[src/rtl/i2c_flag_pkg.sv]
// Package: shared types for the I2C status flag tracker.
// Assumes: one-bit events, each valid for a single system clock cycle.
package i2c_flag_pkg;

    // Decoded bus events for one system clock cycle.
    typedef struct packed {
        logic start;     // SDA fell while SCL stayed high
        logic stop;      // SDA rose while SCL stayed high
        logic scl_rise;  // SCL went from low to high
    } bus_evt_t;

endpackage

[src/rtl/i2c_line_sampler.sv]
// Module: samples SCL and SDA through a register chain and decodes start,
// stop and SCL rising events by comparing the two oldest samples.
// Assumes: the lines are held stable for at least two system clocks per level;
// the chain resets to the idle bus level (both lines high).
module i2c_line_sampler
    import i2c_flag_pkg::*;
#(
    parameter int STAGES = 2
) (
    input  logic     clk,
    input  logic     rst_n,
    input  logic     scl_i,
    input  logic     sda_i,
    output bus_evt_t evt_o,
    output logic     sda_o
);

    logic [STAGES:0] scl_sh;
    logic [STAGES:0] sda_sh;
    logic            scl_now, scl_prev, sda_now, sda_prev;

    // Shift both lines into their sample chains every system clock.
    always_ff @(posedge clk) begin
        if (!rst_n) begin
            scl_sh <= '1;
            sda_sh <= '1;
        end else begin
            scl_sh <= {scl_sh[STAGES-1:0], scl_i};
            sda_sh <= {sda_sh[STAGES-1:0], sda_i};
        end
    end

    assign scl_now  = scl_sh[STAGES-1];
    assign scl_prev = scl_sh[STAGES];
    assign sda_now  = sda_sh[STAGES-1];
    assign sda_prev = sda_sh[STAGES];

    // Decode the bus events from the newest and previous samples.
    always_comb begin
        evt_o.start    = scl_now & scl_prev & sda_prev & ~sda_now;
        evt_o.stop     = scl_now & scl_prev & ~sda_prev & sda_now;
        evt_o.scl_rise = scl_now & ~scl_prev;
    end

    assign sda_o = sda_now;

endmodule

[src/rtl/i2c_clk_counter.sv]
// Module: counts SCL rising edges within a byte, from 1 up to LAST_CLK, and
// wraps to 1 on the first edge of the next byte.
// Assumes: start and stop events never coincide with an SCL rising event.
module i2c_clk_counter
    import i2c_flag_pkg::*;
#(
    parameter int CNT_W    = 4,
    parameter int LAST_CLK = 9
) (
    input  logic             clk,
    input  logic             rst_n,
    input  logic             enable_i,
    input  bus_evt_t         evt_i,
    output logic [CNT_W-1:0] cnt_o,
    output logic             first_o,
    output logic             last_o,
    output logic             idle_o
);

    localparam logic [CNT_W-1:0] LAST_V = CNT_W'(LAST_CLK);
    localparam logic [CNT_W-1:0] ONE_V  = CNT_W'(1);

    logic [CNT_W-1:0] cnt_q;

    // Advance, wrap or clear the per-byte clock count.
    always_ff @(posedge clk) begin
        if (!rst_n || !enable_i) begin
            cnt_q <= '0;
        end else if (evt_i.start || evt_i.stop) begin
            cnt_q <= '0;
        end else if (evt_i.scl_rise) begin
            cnt_q <= (first_o) ? ONE_V : cnt_q + ONE_V;
        end
    end

    assign cnt_o   = cnt_q;
    assign idle_o  = (cnt_q == '0);
    assign first_o = idle_o || (cnt_q == LAST_V);
    assign last_o  = (cnt_q == LAST_V - ONE_V);

endmodule

[src/rtl/i2c_status_flags.sv]
// Module: holds the acknowledge, start and stop flags and applies their
// individual set and clear events.
// Assumes: the count-derived inputs describe the count before the current edge.
module i2c_status_flags
    import i2c_flag_pkg::*;
(
    input  logic     clk,
    input  logic     rst_n,
    input  logic     enable_i,
    input  logic     release_i,
    input  logic     wake_en_i,
    input  bus_evt_t evt_i,
    input  logic     sda_i,
    input  logic     first_i,
    input  logic     last_i,
    input  logic     idle_i,
    output logic     ack_o,
    output logic     start_o,
    output logic     stop_o
);

    logic ack_q, start_q, stop_q, stop_armed_q, wake_q;
    logic wake_fall, first_rise;

    // Remember the wakeup-enable level to find its falling transition.
    always_ff @(posedge clk) begin
        if (!rst_n) wake_q <= 1'b0;
        else        wake_q <= wake_en_i;
    end

    assign wake_fall  = wake_q & ~wake_en_i;
    assign first_rise = evt_i.scl_rise & first_i;

    // Update the three flags and the stop-clear arming bit.
    always_ff @(posedge clk) begin
        if (!rst_n || !enable_i) begin
            ack_q        <= 1'b0;
            start_q      <= 1'b0;
            stop_q       <= 1'b0;
            stop_armed_q <= 1'b0;
        end else if (evt_i.stop) begin
            ack_q        <= 1'b0;
            start_q      <= 1'b0;
            stop_q       <= 1'b1;
            stop_armed_q <= 1'b0;
        end else begin
            if (evt_i.start) begin
                start_q <= 1'b1;
            end else if (release_i || (evt_i.scl_rise && first_i && !idle_i)) begin
                start_q <= 1'b0;
            end

            if (release_i) begin
                ack_q <= 1'b0;
            end else if (evt_i.scl_rise && last_i) begin
                ack_q <= ~sda_i;
            end else if (first_rise) begin
                ack_q <= 1'b0;
            end

            if (wake_fall) begin
                stop_q       <= 1'b0;
                stop_armed_q <= 1'b0;
            end else if (evt_i.start && stop_q) begin
                stop_armed_q <= 1'b1;
            end else if (evt_i.scl_rise && idle_i && stop_armed_q) begin
                stop_q       <= 1'b0;
                stop_armed_q <= 1'b0;
            end
        end
    end

    assign ack_o   = ack_q;
    assign start_o = start_q;
    assign stop_o  = stop_q;

endmodule

[src/rtl/i2c_flag_tracker.sv]
// Module: top level of the I2C bus status flag tracker. It samples the bus,
// counts clocks per byte and maintains the acknowledge, start and stop flags.
// Assumes: SCL and SDA levels last at least SYNC_STAGES system clocks.
module i2c_flag_tracker
    import i2c_flag_pkg::*;
#(
    parameter int SYNC_STAGES = 2,
    parameter int DATA_BITS   = 8
) (
    input  logic       clk,
    input  logic       rst_n,
    input  logic       scl_i,
    input  logic       sda_i,
    input  logic       enable_i,
    input  logic       release_i,
    input  logic       wake_en_i,
    output logic       ack_flag_o,
    output logic       start_flag_o,
    output logic       stop_flag_o,
    output logic [3:0] bit_count_o
);

    localparam int LAST_CLK = DATA_BITS + 1;
    localparam int CNT_W    = 4;

    bus_evt_t         evt;
    logic             sda_s;
    logic             first, last, idle;
    logic [CNT_W-1:0] cnt;

    i2c_line_sampler #(.STAGES(SYNC_STAGES)) u_sampler (
        .clk   (clk),
        .rst_n (rst_n),
        .scl_i (scl_i),
        .sda_i (sda_i),
        .evt_o (evt),
        .sda_o (sda_s)
    );

    i2c_clk_counter #(.CNT_W(CNT_W), .LAST_CLK(LAST_CLK)) u_counter (
        .clk      (clk),
        .rst_n    (rst_n),
        .enable_i (enable_i),
        .evt_i    (evt),
        .cnt_o    (cnt),
        .first_o  (first),
        .last_o   (last),
        .idle_o   (idle)
    );

    i2c_status_flags u_flags (
        .clk       (clk),
        .rst_n     (rst_n),
        .enable_i  (enable_i),
        .release_i (release_i),
        .wake_en_i (wake_en_i),
        .evt_i     (evt),
        .sda_i     (sda_s),
        .first_i   (first),
        .last_i    (last),
        .idle_i    (idle),
        .ack_o     (ack_flag_o),
        .start_o   (start_flag_o),
        .stop_o    (stop_flag_o)
    );

    assign bit_count_o = cnt;

endmodule

[config.mk]
export PLATFORM = sky130hd
export DESIGN_NAME = i2c_flag_tracker
export DESIGN_NICKNAME = d
export VERILOG_FILES = /design/src/rtl/i2c_flag_pkg.sv /design/src/rtl/i2c_line_sampler.sv /design/src/rtl/i2c_clk_counter.sv /design/src/rtl/i2c_status_flags.sv /design/src/rtl/i2c_flag_tracker.sv
export SDC_FILE = /design/constraint.sdc
export NUM_CORES = 1
export LEC_CHECK = 0
export ABC_AREA = 1
export BUFFER_PORTS_ARGS = -buffer_cell sky130_fd_sc_hd__buf_4
export CORE_ASPECT_RATIO = 1.1
export CORE_UTILIZATION = 35
export DETAILED_ROUTE_END_ITERATION = 16
export SETUP_SLACK_MARGIN = 0.02
export SYNTH_ARGS = -nofsm -noshare
export SYNTH_HDL_FRONTEND = slang
export SYNTH_SLANG_ARGS = --single-unit
export TNS_END_PERCENT = 20
[constraint.sdc]
create_clock -name clk -period 1.3 [get_ports clk]
set_input_delay 0.13 -clock clk [delete_from_list [all_inputs] [get_ports clk]]
set_output_delay 0.13 -clock clk [all_outputs]
set_load 0.01 [all_outputs]
==> impl_metrics.csv <==
group,metric,value,unit
outcome,status,"finished clean",
clocking,clk_pin_slew_worst_paths,100,ps
setup_path,crit_buf_inv,1,
yosys,yosysTopAreaCellShare,0.429,
layout,fillers,192,
timing,slew_violations,0,
layout,num-nets-final,126,
setup_path,crit_family,"simple AND/OR/NAND/NOR gates",
yosys,async_reset_ff_frac,0,
layout,multi_input_area,320,sq um
yosys,synth_seq_cells,15,
timing,max_freq,875,MHz
setup_path,timing.rr.end,"u_counter.cnt_o[3]",
detailed_routing,vias,602,
global_route,grt_pass1_vias,565,
detailed_routing,wl_met1,552,um
setup_path,crit_path_cell_trace,"inv_1 -> ha_1 -> nand3_1 -> nand2_1 -> nand2_1 -> nand3_1 -> nor2_1",
timing,hold_viol,0,
detailed_routing,routed_via_density,4.24,
power_and_ir_drop,power_density,924,nW/um^2
timing,finalCritPeriodShare,0.880,
clocking,cts_tree,"built",
clocking,clk_path_buf_depth,2,
clocking,clk_latency,290,ps
timing,skew,5.65,ps
layout,diodes,0,
setup_path,max_stage_delay,340,ps
clocking,clock_sinks,15,
clocking,htreeDepth,1,
floorplan,core,1820,sq um
layout,fin_util,0.488,
yosys,netlist_instances,95,
setup_path,start_kind,"flop",
setup_path,cp-endpoint,"u_counter.cnt_o[3]",
timing,setup_violations,0,
timing,fin_crit,1140,ps
setup_path,cp.depth,7,
detailed_routing,wl_met3,60,um
place,gp_congestion,0.827,
yosys,syn_area,701,sq um
power_and_ir_drop,finalPower,0.000822,W
yosys,avgSynthCellArea,7.38,sq um
layout,regArea,302,sq um
detailed_routing,wl,1240,um
global_route,grt_max_degree,11,
floorplan,die_w,44.7,um
clocking,cts_inserted_buffers,3,
yosys,synth_ff_type,"dfxtp_1",
detailed_routing,top_layer,"met4",
layout,drive_gt1_frac,0.217,
place,post_dp_cell_area,836,sq um
yosys,synth_nets,105,
yosys,yosys-top-cells-count,"nand2_1, inv_1, dfxtp_1, nor2_1",
place,dpl.hpwl,1010,um
job,maxCapViolations,0,
global_route,antenna_found_initial,0,
yosys,yosysWarnings,0,
setup_path,critPathArrivalTime,1370,ps
setup_path,r2r_cells,7,
floorplan,top_level_ports,14,
global_route,grt_pass1_wl,2130,um
yosys,ys_seq_area_frac,0.429,
detailed_routing,drc_errors,0,
setup_path,crit_type,"reg2reg",
floorplan,dieArea,2180,sq um
place,port_buffers,13,
clocking,cts-root-buf,"clkbuf_4",
setup_path,cp_slowest_cell,"dfxtp_1",
global_route,gr-total-overflow,0,
floorplan,num_rows,16,
layout,fin_cells,142,
timing,worstMarginPinSlew,236,ps
setup_path,r2r-start,"u_counter.cnt_o[1]",
detailed_routing,wl_per_cell,8.74,um
setup_path,worstPathMaxFanout,3,
worst_hold_path,hp-class,"in2reg",
detailed_routing,ant_nets,0,
place,dp.cells,136,
layout,final_area,890,sq um
yosys,ys_types,18,
setup_path,cp-end-kind,"flop",
detailed_routing,drt_iter0_markers,2,
setup_path,crit_start,"u_counter.cnt_o[1]",
yosys,synth.area.top_cells,"dfxtp_1, nand2_1, inv_1",
detailed_routing,drt_first_pass_iters,3,
clocking,post_cts_buffers,0,
layout,syn_to_final_growth,27.0,%
yosys,synth-edff-count,0,
yosys,yosys.area.top_type,"dfxtp_1",
setup_path,r2r_setup_slack,160,ps
setup_path,required,1530,ps
detailed_routing,dr_wl_met2,613,um
power_and_ir_drop,vdd_drop_max,0.782,mV
timing,slew-limit-headroom,0.842,
global_route,grt.total_usage,0.137,
power_and_ir_drop,leakagePower,0.413,nW
timing,tns,0,ps
floorplan,die_h,48.9,um
timing,rsz0062_at_grt,"false",
floorplan,initial_utilization,0.385,
yosys,synth.most_common_cell,"nand2_1",
[power breakdown]
part | total [W] | leakage, nW | internal [W] | switching [W]
registers | 0.000476 | 0.123 | 0.000470 | 0.00000598
clock network | 0.000281 | 0.0139 | 0.000117 | 0.000164
logic | 0.0000652 | 0.277 | 0.0000318 | 0.0000335
total | 0.000822 | 0.413 | 0.000619 | 0.000203
[what timing repair did]
action	CTS	global route
hold buffers	2	0
setup endpoints to repair	0	3
gates resized for setup	0	2
hold endpoints to repair	2	0
[state kept, by name, indices dropped and copies added, names as in the netlist]
signal,flops
u_sampler.scl_sh,3
u_counter.cnt_o,4
u_flags.start_o,1
u_flags.stop_armed_q,1
u_flags.stop_o,1
u_sampler.sda_sh,3
u_flags.ack_o,1
u_flags.wake_q,1
[routing by layer]
| layer | track usage | vias to the layer above |
|---|---|---|
| met5 | 0 | - |
| li1 | - | 327 |
| met1 | 0.135 | 261 |
| met4 | 0.0455 | 0 |
| met2 | 0.240 | 12 |
| met3 | 0.0667 | 2 |
[worst min-delay path: cells and delay by family]
kind,cells,cell delay [ps]
buf+inv,2,120
simple gates,1,40
[layout make-up]
cell class / count / share of cell area
clock inverters: 1 / 0.00844
flip-flops and latches: 15 / 0.339
repair buffers: 17 / 0.149
inverters: 19 / 0.0802
clock buffers: 3 / 0.0253
well taps: 27 / 0.0380
multi-input cells: 60 / 0.360
[cell usage in the layout (no fill, tap or decap), drive strengths merged]
cell         count
dlygate4sd3      2
ha               3
a21oi            6
nand3            5
or2              1
inv             19
xor2             3
dfxtp           15
nand2           25
nand4            3
buf             15
a21boi           1
o21ai            1
clkinvlp         1
clkbuf           3
nor3             1
nor2            11
[kinds of logic after synthesis]
group                    share of synthesized area
flip-flops                                   0.429
AND/OR/NAND/NOR                              0.296
adder cells (fa/ha/maj)                     0.0536
XOR/XNOR                                    0.0375
AO/OA/AOI/OAI                               0.0661
buffers and inverters                        0.118
[stage by stage]
| stage | setup slack [ps] | hold slack [ps] |
|---|---|---|
| final | 157 | 21.2 |
| after global routing | 38.7 | 18.8 |
| after CTS | 76.0 | 13.3 |
| after detailed placement | 97.8 | 307 |
| after global placement | 164 | 298 |
| after floorplan | 105 | 215 |
[worst min-delay path by stage]
stage | from | end | slack, ps | cells past startpoint
after global routing | wake_en_i | u_flags.wake_q | 20 | 3
after detailed placement | scl_i | u_sampler.scl_sh[0] | 310 | 3
after floorplan | scl_i | u_sampler.scl_sh[0] | 210 | 2
final | wake_en_i | u_flags.wake_q | 20 | 3
after global placement | scl_i | u_sampler.scl_sh[0] | 300 | 3
after CTS | wake_en_i | u_flags.wake_q | 10 | 3
No activity file was read; power rests on OpenSTA's default activity.
